`config.mk`:
```
export PLATFORM = sky130hd
export DESIGN_NAME = bitmanip_unit
export DESIGN_NICKNAME = d
export VERILOG_FILES = /design/src/rtl/bitmanip_pkg.sv /design/src/rtl/bm_shifter.sv /design/src/rtl/bm_bitop.sv /design/src/rtl/bm_flags.sv /design/src/rtl/bitmanip_unit.sv
export SDC_FILE = /design/constraint.sdc
export NUM_CORES = 1
export LEC_CHECK = 0
export BUFFER_PORTS_ARGS = -buffer_cell sky130_fd_sc_hd__buf_2
export CAP_MARGIN = 20
export CORE_UTILIZATION = 40
export DETAILED_ROUTE_END_ITERATION = 10
export PLACE_DENSITY = 0.8
export SYNTH_ARGS = -nofsm -noshare
export SYNTH_HDL_FRONTEND = slang
export SYNTH_SLANG_ARGS = --single-unit
export TNS_END_PERCENT = 50
```
`constraint.sdc`:
```
create_clock -name vclk -period 1.4
set_clock_uncertainty 0.15 [all_clocks]
set_input_delay 0.07 -clock vclk [all_inputs]
set_output_delay 0.07 -clock vclk [all_outputs]
set_load 0.005 [all_outputs]
```
`src/rtl/bitmanip_pkg.sv`:
```
package bitmanip_pkg;

  // Flag byte bit positions; the surrounding core decodes these.
  localparam int unsigned FLAG_Z = 7;
  localparam int unsigned FLAG_N = 6;
  localparam int unsigned FLAG_H = 5;
  localparam int unsigned FLAG_C = 4;
  localparam int unsigned FLAG_W = 8;

  typedef enum logic [1:0] {
    GRP_SHIFT = 2'd0,
    GRP_TEST  = 2'd1,
    GRP_CLEAR = 2'd2,
    GRP_SET   = 2'd3
  } grp_e;

  typedef enum logic [2:0] {
    SH_ROT_L      = 3'd0,
    SH_ROT_R      = 3'd1,
    SH_ROT_L_CY   = 3'd2,
    SH_ROT_R_CY   = 3'd3,
    SH_ARITH_L    = 3'd4,
    SH_ARITH_R    = 3'd5,
    SH_NIB_XCHG   = 3'd6,
    SH_LOGIC_R    = 3'd7
  } shop_e;

endpackage

```
`src/rtl/bm_shifter.sv`:
```
module bm_shifter
  import bitmanip_pkg::*;
#(
  parameter int unsigned WIDTH = 8
) (
  input  logic [WIDTH-1:0] data_i,
  input  logic [2:0]       kind_i,
  input  logic             carry_i,
  output logic [WIDTH-1:0] data_o,
  output logic             carry_o
);

  localparam int unsigned HALF = WIDTH / 2;
  localparam int unsigned MSB  = WIDTH - 1;

  logic msb_w;
  logic lsb_w;

  assign msb_w = data_i[MSB];
  assign lsb_w = data_i[0];

  always_comb begin
    data_o  = data_i;
    carry_o = 1'b0;
    unique case (shop_e'(kind_i))
      SH_ROT_L: begin
        data_o  = {data_i[MSB-1:0], msb_w};
        carry_o = msb_w;
      end
      SH_ROT_R: begin
        data_o  = {lsb_w, data_i[MSB:1]};
        carry_o = lsb_w;
      end
      SH_ROT_L_CY: begin
        data_o  = {data_i[MSB-1:0], carry_i};
        carry_o = msb_w;
      end
      SH_ROT_R_CY: begin
        data_o  = {carry_i, data_i[MSB:1]};
        carry_o = lsb_w;
      end
      SH_ARITH_L: begin
        data_o  = {data_i[MSB-1:0], 1'b0};
        carry_o = msb_w;
      end
      SH_ARITH_R: begin
        data_o  = {msb_w, data_i[MSB:1]};
        carry_o = lsb_w;
      end
      SH_NIB_XCHG: begin
        data_o  = {data_i[HALF-1:0], data_i[MSB:HALF]};
        carry_o = 1'b0;
      end
      SH_LOGIC_R: begin
        data_o  = {1'b0, data_i[MSB:1]};
        carry_o = lsb_w;
      end
      default: begin
        data_o  = data_i;
        carry_o = 1'b0;
      end
    endcase
  end

endmodule

```
`src/rtl/bm_bitop.sv`:
```
module bm_bitop #(
  parameter int unsigned WIDTH = 8,
  parameter int unsigned IDXW  = $clog2(WIDTH)
) (
  input  logic [WIDTH-1:0] data_i,
  input  logic [IDXW-1:0]  index_i,
  input  logic             set_not_clear_i,
  output logic [WIDTH-1:0] data_o,
  output logic             tested_o
);

  logic [WIDTH-1:0] mask_w;

  // One-hot mask, one decoder leg per bit position.
  for (genvar gi = 0; gi < WIDTH; gi++) begin : g_mask
    assign mask_w[gi] = (index_i == IDXW'(gi));
  end

  assign tested_o = |(data_i & mask_w);
  assign data_o   = set_not_clear_i ? (data_i | mask_w) : (data_i & ~mask_w);

endmodule

```
`src/rtl/bm_flags.sv`:
```
module bm_flags
  import bitmanip_pkg::*;
#(
  parameter int unsigned WIDTH = 8
) (
  input  logic [1:0]        group_i,
  input  logic              acc_mode_i,
  input  logic [FLAG_W-1:0] flags_i,
  input  logic [WIDTH-1:0]  shift_data_i,
  input  logic              shift_carry_i,
  input  logic              tested_i,
  output logic [FLAG_W-1:0] flags_o
);

  logic shift_zero_w;

  assign shift_zero_w = (shift_data_i == '0);

  always_comb begin
    flags_o = flags_i;
    unique case (grp_e'(group_i))
      GRP_SHIFT: begin
        flags_o[FLAG_Z] = shift_zero_w & ~acc_mode_i;
        flags_o[FLAG_N] = 1'b0;
        flags_o[FLAG_H] = 1'b0;
        flags_o[FLAG_C] = shift_carry_i;
      end
      GRP_TEST: begin
        flags_o[FLAG_Z] = ~tested_i;
        flags_o[FLAG_N] = 1'b0;
        flags_o[FLAG_H] = 1'b1;
      end
      default: flags_o = flags_i;
    endcase
  end

endmodule

```
`src/rtl/bitmanip_unit.sv`:
```
module bitmanip_unit
  import bitmanip_pkg::*;
#(
  parameter int unsigned WIDTH = 8,
  parameter int unsigned IDXW  = $clog2(WIDTH)
) (
  input  logic [WIDTH-1:0]  operand_i,
  input  logic [1:0]        group_i,
  input  logic [IDXW-1:0]   sel_i,
  input  logic [FLAG_W-1:0] flags_i,
  input  logic              acc_mode_i,
  output logic [WIDTH-1:0]  result_o,
  output logic [FLAG_W-1:0] flags_o,
  output logic              result_valid_o
);

  logic [WIDTH-1:0] shift_data_w;
  logic             shift_carry_w;
  logic [WIDTH-1:0] bit_data_w;
  logic             tested_w;

  bm_shifter #(.WIDTH(WIDTH)) u_shift (
    .data_i  (operand_i),
    .kind_i  (sel_i[2:0]),
    .carry_i (flags_i[FLAG_C]),
    .data_o  (shift_data_w),
    .carry_o (shift_carry_w)
  );

  bm_bitop #(.WIDTH(WIDTH), .IDXW(IDXW)) u_bit (
    .data_i          (operand_i),
    .index_i         (sel_i),
    .set_not_clear_i (group_i[0]),
    .data_o          (bit_data_w),
    .tested_o        (tested_w)
  );

  bm_flags #(.WIDTH(WIDTH)) u_flags (
    .group_i       (group_i),
    .acc_mode_i    (acc_mode_i),
    .flags_i       (flags_i),
    .shift_data_i  (shift_data_w),
    .shift_carry_i (shift_carry_w),
    .tested_i      (tested_w),
    .flags_o       (flags_o)
  );

  always_comb begin
    unique case (grp_e'(group_i))
      GRP_SHIFT: result_o = shift_data_w;
      GRP_TEST:  result_o = operand_i;
      default:   result_o = bit_data_w;
    endcase
  end

  assign result_valid_o = (grp_e'(group_i) != GRP_TEST);

endmodule

```
* After elaboration in Yosys (flattened, before gate mapping)
Index checks and enable logic that the tools add are counted.
Storage, ports and cells: bits in registers 0, bits of input ports 22, output and inout port bits 17, logic and storage cells 28
Operators by class: equal/unequal tests 9, muxes and demuxes 6, bitwise operators 7, reductions and logical operators 6
Operator list (number):
- $pmux W8 S8 | 1
- $and A8 B8 Y8 | 2
- $pmux W8 S2 | 1
- $eq A3 B3 Y1 const B | 4
- $logic_not A8 Y1 | 1
- $mux W8 | 1
- $not A8 Y8 | 1
- $or A8 B8 Y8 | 1
- $reduce_or A8 Y1 | 1
- $eq A3 B2 Y1 const B | 2
- $pmux W3 S2 | 1
- $reduce_or A4 Y1 | 1
- $eq A3 B1 Y1 const B | 1
- $logic_not A3 Y1 | 1
- $pmux W1 S3 | 1
- $reduce_or A3 Y1 | 1
- $eq A2 B1 Y1 const B | 1
- $logic_not A2 Y1 | 1
- $ne A2 B1 Y1 const B | 1
- $not A1 Y1 | 2
- $and A1 B1 Y1 | 1
- $mux W1 | 1

* Longest topological paths before layout
Gate-level depths: netlist of run 1.
depth after elaboration 5, gate-level depth with buffers 6, mapped depth without buffers 4

* Cells and area by module
Synthesis of run 1 repeated with hierarchy kept, for this count alone.
Unflattened totals: cell total of the unflattened synthesis 98, area, all modules 757.0 um^2
Modules (own cells, without submodules):
- bm_bitop | instances 1, cells each 22, area an instance 235.2 um^2, seq. area each 0.0 um^2
- bm_shifter | instances 1, cells each 33, area an instance 222.7 um^2, seq. area each 0.0 um^2
- bitmanip_unit | instances 1, cells each 27, area an instance 182.7 um^2, seq. area each 0.0 um^2
- bm_flags | instances 1, cells each 16, area an instance 116.4 um^2, seq. area each 0.0 um^2

* Least setup slack after synthesis of run 1
OpenSTA, ideal clock, no wires.
path kind input port to output port, from input port sel_i[2], to output port flags_o[7], data arrival time 0.984 ns, data required time 1.180 ns, path slack 0.196 ns, stages on the path 6, path buffers 2, cells stage by stage buf_6 buf_8 mux2i_1 o22ai_1 o41ai_2 a41o_1
On the way: word-level cells in the longest chain between the ends 5, elaborated cells on any way between the ends 15, those cells by class 7 x eq/ne; 2 x mux; 3 x bitwise; 3 x reduce/logical
Ends and longest elaborated chain:
- start: declaration | line bitmanip_unit.sv:9 | input logic [IDXW-1:0] sel_i,
- $eq A3 B3 Y1, or another cell as far along | line bm_shifter.sv:25, bm_bitop.sv:16
- $pmux W8 S8 / $and A8 B8 Y8 (equally long branches) | line bm_shifter.sv:25, bm_bitop.sv:19
- $logic_not A8 Y1 / $reduce_or A8 Y1 (equally long branches) | line bm_flags.sv:17, bm_bitop.sv:19
- $and A1 B1 Y1 / $not A1 Y1 (equally long branches) | line bm_flags.sv:23, bm_flags.sv:29
- $pmux W3 S2 (*) | line bm_flags.sv:21 | unique case (grp_e'(group_i))
- end: declaration | line bitmanip_unit.sv:13 | output logic [FLAG_W-1:0] flags_o,
Mark *: on every way between the ends. The rest lies on a longest branch, timed or not.

* Final worst setup path of run 1
from input port sel_i[1], to output port flags_o[7]
Same word-level chain as after synthesis.

==> results of run 1 <==
## power by group through the flow
stage | clock network [mW] | logic, mW | registers [mW]
finish | 0 | 0.416 | 0
global route | 0 | 0.444 | 0
CTS | 0 | 0.386 | 0
detailed placement | 0 | 0.330 | 0
global placement | 0 | 0.324 | 0
floorplan | 0 | 0.187 | 0
## final cells by class
| type | count | area share (%) |
|---|---|---|
| tap | 25 | 2.51 |
| timing repair buffer | 68 | 40.7 |
| multi-input combinational | 95 | 56.5 |
| inverter | 1 | 0.301 |
## metal layers
layer  part of all wire [%]  wire length [um]
met1                     41              1260
met2                     50              1560
met3                    5.3               166
met4                    3.7               114
met5                      0                 0
## through the flow
step           TNS, ns  hold slack [ns]  instances  utilization (%)
6_report       -0.0215            0.256        189             71.5
5_1_grt        -0.0444            0.282        189             71.5
4_1_cts              0            0.257        189             68.7
3_5_place_dp    -0.357         -0.00997        178             58.7
3_3_place_gp    -0.358         -0.00997        178             58.7
2_1_floorplan        0           0.0587        109                -
## layout by cell type, fill, tap and decap left out, types with 3 or more instances in the layout
| master | count |
|---|---|
| dlygate4sd3_1 | 4 |
| nand2_1 | 10 |
| o211ai_1 | 11 |
| o21ai_0 | 3 |
| buf_6 | 4 |
| buf_2 | 27 |
| mux2i_1 | 3 |
| nor2_1 | 8 |
| buf_4 | 29 |
| o21ai_1 | 6 |
| nand2b_1 | 6 |
| and3_1 | 3 |
## worst max-delay path by stage
stage,slack [ns],depth (start not counted),endpoint
2_1_floorplan,0.20,6,flags_o[7]
3_3_place_gp,-0.21,7,flags_o[7]
3_5_place_dp,-0.19,7,flags_o[7]
4_1_cts,0.0001,6,flags_o[7]
5_1_grt,-0.04,6,flags_o[7]
6_report,-0.02,6,flags_o[7]
## kinds of logic (layout without fill, tap and decap cells)
group / count (synthesis) / count (layout) / share of synthesized area [%]
compound gates: 45 / 45 / 45.1
buf+inv: 14 / 69 / 14.7
mux: 5 / 5 / 6.68
simple gates: 45 / 45 / 33.6
## worst max-delay path: cells and delay by family
| kind | cells | cell delay, ns |
|---|---|---|
| buf+inv | 2 | 0.24 |
| compound gates | 2 | 0.45 |
| simple gates | 2 | 0.44 |
## repair_timing
action / in CTS / in global routing
resized for setup: 18 / 9
setup buffers: 7 / 0
setup endpoints to repair: 4 / 2
endpoints found under the hold margin: 4 / 0
gates cloned: 0 / 0
hold buffers: 4 / 0
pin swaps: 4 / 4
==> tab_implementation.tex, run 1 <==
\begin{tabular}{lr}
\hline
Metric & Value \\
\hline
\multicolumn{2}{l}{\textbf{Run status}} \\
\quad Status & complete, but fails checks \\
\quad Violated checks & setup timing \\
\multicolumn{2}{l}{\textbf{Die}} \\
\quad Height of the die & about 45 um \\
\quad Total I/O pin count & 39 \\
\quad Die width & about 45 um \\
\quad Total Die Area & between 2000 and 2500 um2 \\
\quad Initial standard-cell utilization of the core & between 40\% and 50\% \\
\quad Site Rows & 15 \\
\quad Floorplan Core Area & approximately 1700 um2 \\
\multicolumn{2}{l}{\textbf{Layout}} \\
\quad Count of clock buffers in the final design & 0 \\
\quad Final std cell area, no fill & around 1200 um2 \\
\quad Nets@finish & 188 \\
\quad Final sequential cell count & 0 \\
\quad Multi-input gate area & around 700 um2 \\
\quad Layout-stage area growth over the synthesis result & 66.4\% \\
\quad Diode insertion count for antenna repair & 0 \\
\quad Filler instances & roughly 170 \\
\quad Fraction of final layout cells with drive strength greater than 1 & between 40\% and 50\% \\
\quad Total area of sequential cells & 0 um2 \\
\multicolumn{2}{l}{\textbf{Timing}} \\
\quad Hold Violations, Final & 0 \\
\quad Endpoints failing setup & 1 \\
\quad Final-report max-slew violation count & 0 \\
\quad Worst Slack Setup Final & -0.0215 ns \\
\quad Fraction of the cycle the final worst path needs & 102\% \\
\quad Actual slew at the worst max-slew pin & around 0.28 ns \\
\quad Setup repair after global routing missed its margin & true \\
\quad Worst relative slew slack & 81.2\% \\
\quad Tmin final & $\sim$1.4 ns \\
\quad Upper clock frequency limit & between 0.7 and 0.8 GHz \\
\multicolumn{2}{l}{\textbf{Detailed routing}} \\
\quad Remaining number of nets flagged by the antenna check after routing & 0 \\
\quad Post-detailed-route wirelength per cell & between 15 and 20 um \\
\quad Via count of the routed design & 1,128 \\
\quad Post-detailed-routing wire length & slightly above 3 mm \\
\quad First DRT Iteration DRCs & 32 \\
\quad Residual DRC count & 0 \\
\quad Vias per cell & 5.97 \\
\quad Number of optimization iterations in the first detailed-route pass & 4 \\
\multicolumn{2}{l}{\textbf{Logic synthesis}} \\
\quad Mean instance size in the synthesized netlist & approximately 6.9 um2 \\
\quad Commonest cells in the synthesized netlist & 11 x nand2\_1, 11 x o211ai\_1, 8 x nor2\_1 \\
\quad Syn Inst Count & between 100 and 150 \\
\quad Number of unique standard cell types used by synthesis & between 40 and 50 \\
\quad Area of the mapped netlist & $\sim$750 um2 \\
\quad Mapped Nets & roughly 130 \\
\quad Dominant cell type by area after synthesis & o211ai\_1 \\
\quad Share of the synthesized area in the top cell type & 11.0\% \\
\quad Count of synthesis-stage warnings from yosys & 0 \\
\quad Sequential-to-total area share from yosys stat & 0\% \\
\quad Largest cells by area after synthesis & o211ai\_1 11\%, mux2i\_1 6.7\%, buf\_4 6.0\%, nand2\_1 5.5\%, nand2b\_1 5.0\% \\
\multicolumn{2}{l}{\textbf{GRT}} \\
\quad Wire length of the first global-routing pass & $\sim$4.8 mm \\
\quad GR Layer Usage met1 & around two fifths \\
\quad Vias in the first global route & approximately 1,000 \\
\quad Largest net degree at the start of global routing & 18 \\
\quad Overall Global Routing Usage & between 30\% and 40\% \\
\quad Most Used Layer, Global Route & met2 \\
\quad Global route overflow & 0 \\
\quad Initial antenna violation count & 0 \\
\quad Met2 capacity usage during global routing & between 50\% and 60\% \\
\quad Met3 Usage GRT & under 10\% \\
\multicolumn{2}{l}{\textbf{Critical path}} \\
\quad Critical path fanouts, max & 17 \\
\quad Arrival time worst endpoint & 1.20 ns \\
\quad Nature of the critical path startpoint & input port \\
\quad Critical Setup Path Class & in2out \\
\quad Slowest library cell on the worst path & o31ai\_2 \\
\quad Slowest cell delay on critical path & around 0.30 ns \\
\quad Critical Path, Cell by Cell & buf\_6 -> and3\_1 -> o31ai\_2 -> and4\_1 -> a41o\_1 -> buf\_2 \\
\quad Worst path required time & between 1 and 1.5 ns \\
\quad Type of destination of the critical path & output port \\
\quad Crit path from & sel\_i[1] \\
\multicolumn{2}{l}{\textbf{Place}} \\
\quad Port buffer count & 31 \\
\quad Estimated wirelength of the detail-placed design & $\sim$2.2 mm \\
\quad Worst Setup Slack post-DPL & -0.194 ns \\
\quad Final Wtd Congestion & around 0.96 \\
\quad Cell Area, Placed & $\sim$1000 um2 \\
\multicolumn{2}{l}{\textbf{Power}} \\
\quad Sw Pwr & slightly below 0.2 mW \\
\quad Int Pwr & approximately 0.22 mW \\
\quad Power after layout & 0.416 mW \\
\quad Power share of the combinational group & 100.0\% \\
\quad Power per unit of standard cell area & approximately 330 nW/um2 \\
\quad Sw Ratio & between 40\% and 50\% \\
\quad Worst VDD drop & 0.218 mV \\
\quad Proportion of power drawn by the clock network & 0\% \\
\quad Leakage power & 0.590 nW \\
\quad Relative contribution of sequential cells to total power & 0\% \\
\multicolumn{2}{l}{\textbf{Hold path}} \\
\quad Depth of the worst hold-timing path & 4 \\
\quad Worst min-delay path endpoint & flags\_o[5] \\
\quad Origin of the worst min-delay path & flags\_i[5] \\
\quad Path type of the worst min-delay path & in2out \\
\multicolumn{2}{l}{\textbf{Run}} \\
\quad Max-capacitance violation count & 0 \\
\hline
\end{tabular}
No activity file was read; power rests on OpenSTA's default activity.
==> run 2, diff against run 1 <==
--- a/config.mk
+++ b/config.mk
@@ -9,6 +9,7 @@
 export CAP_MARGIN = 20
 export CORE_UTILIZATION = 40
 export DETAILED_ROUTE_END_ITERATION = 10
+export MAX_ROUTING_LAYER = met4
 export PLACE_DENSITY = 0.8
 export SYNTH_ARGS = -nofsm -noshare
 export SYNTH_HDL_FRONTEND = slang
==> constraint.sdc (replaced) <==
create_clock -name vclk -period 1.4
set_clock_uncertainty 0.15 [all_clocks]
set_input_delay 0.35 -clock vclk [all_inputs]
set_output_delay 0.35 -clock vclk [all_outputs]
set_load 0.005 [all_outputs]
==> tab_implementation.tex, run 2 (synthesis results as in run 1) <==
\begin{tabular}{lr}
\hline
Metric & Value \\
\hline
\multicolumn{2}{l}{\textbf{Place}} \\
\quad Estimated wirelength of the detail-placed design & 2.21 mm (+1.7\%) \\
\quad Worst Setup Slack post-DPL & -0.663 ns (-0.469 ns) \\
\quad Final Wtd Congestion & 0.976 (+1.8\%) \\
\quad Port buffer count & 31 (unchanged) \\
\quad Cell Area, Placed & 1110 um2 (+8.7\%) \\
\multicolumn{2}{l}{\textbf{Detailed routing}} \\
\quad Remaining number of nets flagged by the antenna check after routing & 0 (unchanged) \\
\quad Via count of the routed design & 1,395 (+24\%) \\
\quad Vias per cell & 7.01 (+17\%) \\
\quad Number of optimization iterations in the first detailed-route pass & 4 (unchanged) \\
\quad Post-detailed-route wirelength per cell & 24.5 um (+49\%) \\
\quad Residual DRC count & 0 (unchanged) \\
\quad Post-detailed-routing wire length & 4.87 mm (+57\%) \\
\quad First DRT Iteration DRCs & 85 (+170\%) \\
\multicolumn{2}{l}{\textbf{Layout}} \\
\quad Nets@finish & 198 (+5.3\%) \\
\quad Most common library cell in the layout ignoring fill and taps & buf\_4 \\
\quad Most frequent cells in the layout & 34 x buf\_4, 24 x buf\_2, 12 x buf\_6, 11 x o211ai\_1, 10 x nand2\_1 \\
\quad Final sequential cell count & 0 (unchanged) \\
\quad Diode insertion count for antenna repair & 0 (unchanged) \\
\quad Count of clock buffers in the final design & 0 (unchanged) \\
\quad Final std cell area, no fill & 1600 um2 (+28\%) \\
\quad Layout-stage area growth over the synthesis result & 113\% \\
\quad Fraction of final layout cells with drive strength greater than 1 & 64.9\% (+16 points) \\
\quad Total area of sequential cells & 0 um2 (unchanged) \\
\multicolumn{2}{l}{\textbf{GRT}} \\
\quad Initial antenna violation count & 0 (unchanged) \\
\quad Vias in the first global route & 1,180 (+13\%) \\
\quad Largest net degree at the start of global routing & 11 (-7) \\
\quad Overall Global Routing Usage & 40.5\% (+9.0 points) \\
\quad Wire length of the first global-routing pass & 5.83 mm (+22\%) \\
\quad Global route overflow & 0 (unchanged) \\
\multicolumn{2}{l}{\textbf{Hold path}} \\
\quad Path type of the worst min-delay path & in2out \\
\quad Depth of the worst hold-timing path & 0 (-4) \\
\quad Worst min-delay path endpoint & flags\_o[2] \\
\quad Origin of the worst min-delay path & flags\_i[2] \\
\multicolumn{2}{l}{\textbf{Die}} \\
\quad Height of the die & 45.3 um (unchanged) \\
\quad Site Rows & 15 (unchanged) \\
\quad Floorplan Core Area & 1750 um2 (unchanged) \\
\quad Total I/O pin count & 39 (unchanged) \\
\quad Total Die Area & 2050 um2 (unchanged) \\
\quad Die width & 45.3 um (unchanged) \\
\quad Initial standard-cell utilization of the core & 42.9\% (unchanged) \\
\multicolumn{2}{l}{\textbf{Timing}} \\
\quad Actual slew at the worst max-slew pin & 0.278 ns (-0.00184 ns) \\
\quad Fraction of the cycle the final worst path needs & 147\% (+45 points) \\
\quad Setup repair after global routing missed its margin & true \\
\quad Worst relative slew slack & 80.9\% (-0.30 points) \\
\quad Hold Violations, Final & 0 (unchanged) \\
\quad Upper clock frequency limit & 0.486 GHz (-31\%) \\
\quad Tmin final & 2.06 ns (+0.637 ns) \\
\quad Worst Slack Setup Final & -0.658 ns (-0.637 ns) \\
\quad Final-report max-slew violation count & 0 (unchanged) \\
\quad Endpoints failing setup & 11 (+10) \\
\multicolumn{2}{l}{\textbf{Power}} \\
\quad Power share of the combinational group & 100.0\% (about the same) \\
\quad Sw Pwr & 0.274 mW (+39\%) \\
\quad Sw Ratio & 47.6\% (+0.34 points) \\
\quad Worst VDD drop & 0.235 mV (+7.9\%) \\
\quad Int Pwr & 0.301 mW (+37\%) \\
\quad Leakage power & 0.743 nW (+26\%) \\
\quad Proportion of power drawn by the clock network & 0\% (unchanged) \\
\quad Relative contribution of sequential cells to total power & 0\% (unchanged) \\
\quad Power per unit of standard cell area & 360 nW/um2 (+7.9\%) \\
\multicolumn{2}{l}{\textbf{Critical path}} \\
\quad Slowest cell delay on critical path & 0.39 ns (+0.09 ns) \\
\quad Critical Setup Path Class & in2out \\
\quad Slowest library cell on the worst path & o311a\_1 \\
\quad Worst path required time & 0.90 ns (-0.28 ns) \\
\quad Critical path fanouts, max & 10 (-7) \\
\quad Top Family by Delay on Critical Path & compound AO/OA/AOI/OAI gates \\
\quad Critical Path, Cell by Cell & buf\_12 -> buf\_8 -> o311a\_1 -> buf\_4 -> o211ai\_1 -> buf\_2 \\
\quad Sum of buffers and inverters on the critical path & 4 (+2) \\
\quad Arrival time worst endpoint & 1.56 ns (+0.36 ns) \\
\quad Type of destination of the critical path & output port \\
\quad Nature of the critical path startpoint & input port \\
\multicolumn{2}{l}{\textbf{Run}} \\
\quad Max-capacitance violation count & 0 (unchanged) \\
\multicolumn{2}{l}{\textbf{Run status}} \\
\quad Status & complete, but fails checks \\
\quad Violated checks & setup timing \\
\multicolumn{2}{l}{\textbf{Clock network}} \\
\quad Number of buffers added to fix hold violations after cts & 0 (-4) \\
\hline
\end{tabular}
[run 2: worst max-delay path by stage]
stage,startpoint,end,slack [ns],depth (start not counted)
floorplan,sel_i[1],flags_o[7],-0.33,5
global placement,sel_i[1],flags_o[7],-0.63,6
detailed placement,sel_i[1],flags_o[7],-0.66,7
CTS,sel_i[1],flags_o[7],-0.51,6
global route,sel_i[0],result_o[0],-0.62,6
finish,sel_i[0],result_o[0],-0.66,6
[run 2: metal layers]
metal	share of wire [%]	vias up	global-route usage (%)
li1	-	550	-
met4	9.3	0	23.6
met3	12	56	5.20
met1	35	639	49.8
met2	44	150	62.9
met5	0	-	-
[run 2: stage by stage]
| step | power, mW | utilization (%) | cells | setup TNS, ns | hold WS (ns) |
|---|---|---|---|---|---|
| floorplan | 0.199 | - | 109 | -1.42 | 0.619 |
| global placement | 0.347 | 63.8 | 186 | -5.16 | 0.550 |
| detailed placement | 0.355 | 63.8 | 186 | -5.43 | 0.550 |
| CTS | 0.456 | 81.0 | 194 | -3.81 | 0.550 |
| global route | 0.588 | 91.4 | 199 | -4.66 | 0.550 |
| finish | 0.575 | 91.4 | 199 | -4.55 | 0.550 |
[run 2: area by class of cell]
type	count	area [um2]
tap	25	31.3
inverter	1	3.75
fill	69	150
multi-input combinational	95	877
timing repair buffer	78	683
[run 2: power groups by stage]
stage	logic [mW]	registers (mW)	clock network (mW)
floorplan	0.199	0	0
global placement	0.347	0	0
detailed placement	0.355	0	0
CTS	0.456	0	0
global route	0.588	0	0
finish	0.575	0	0
[run 2: what timing repair did]
item / CTS / global route
gates resized for setup: 41 / 33
gates cloned: 3 / 0
pin swaps: 13 / 18
setup buffers: 5 / 7
setup endpoints to repair: 11 / 12
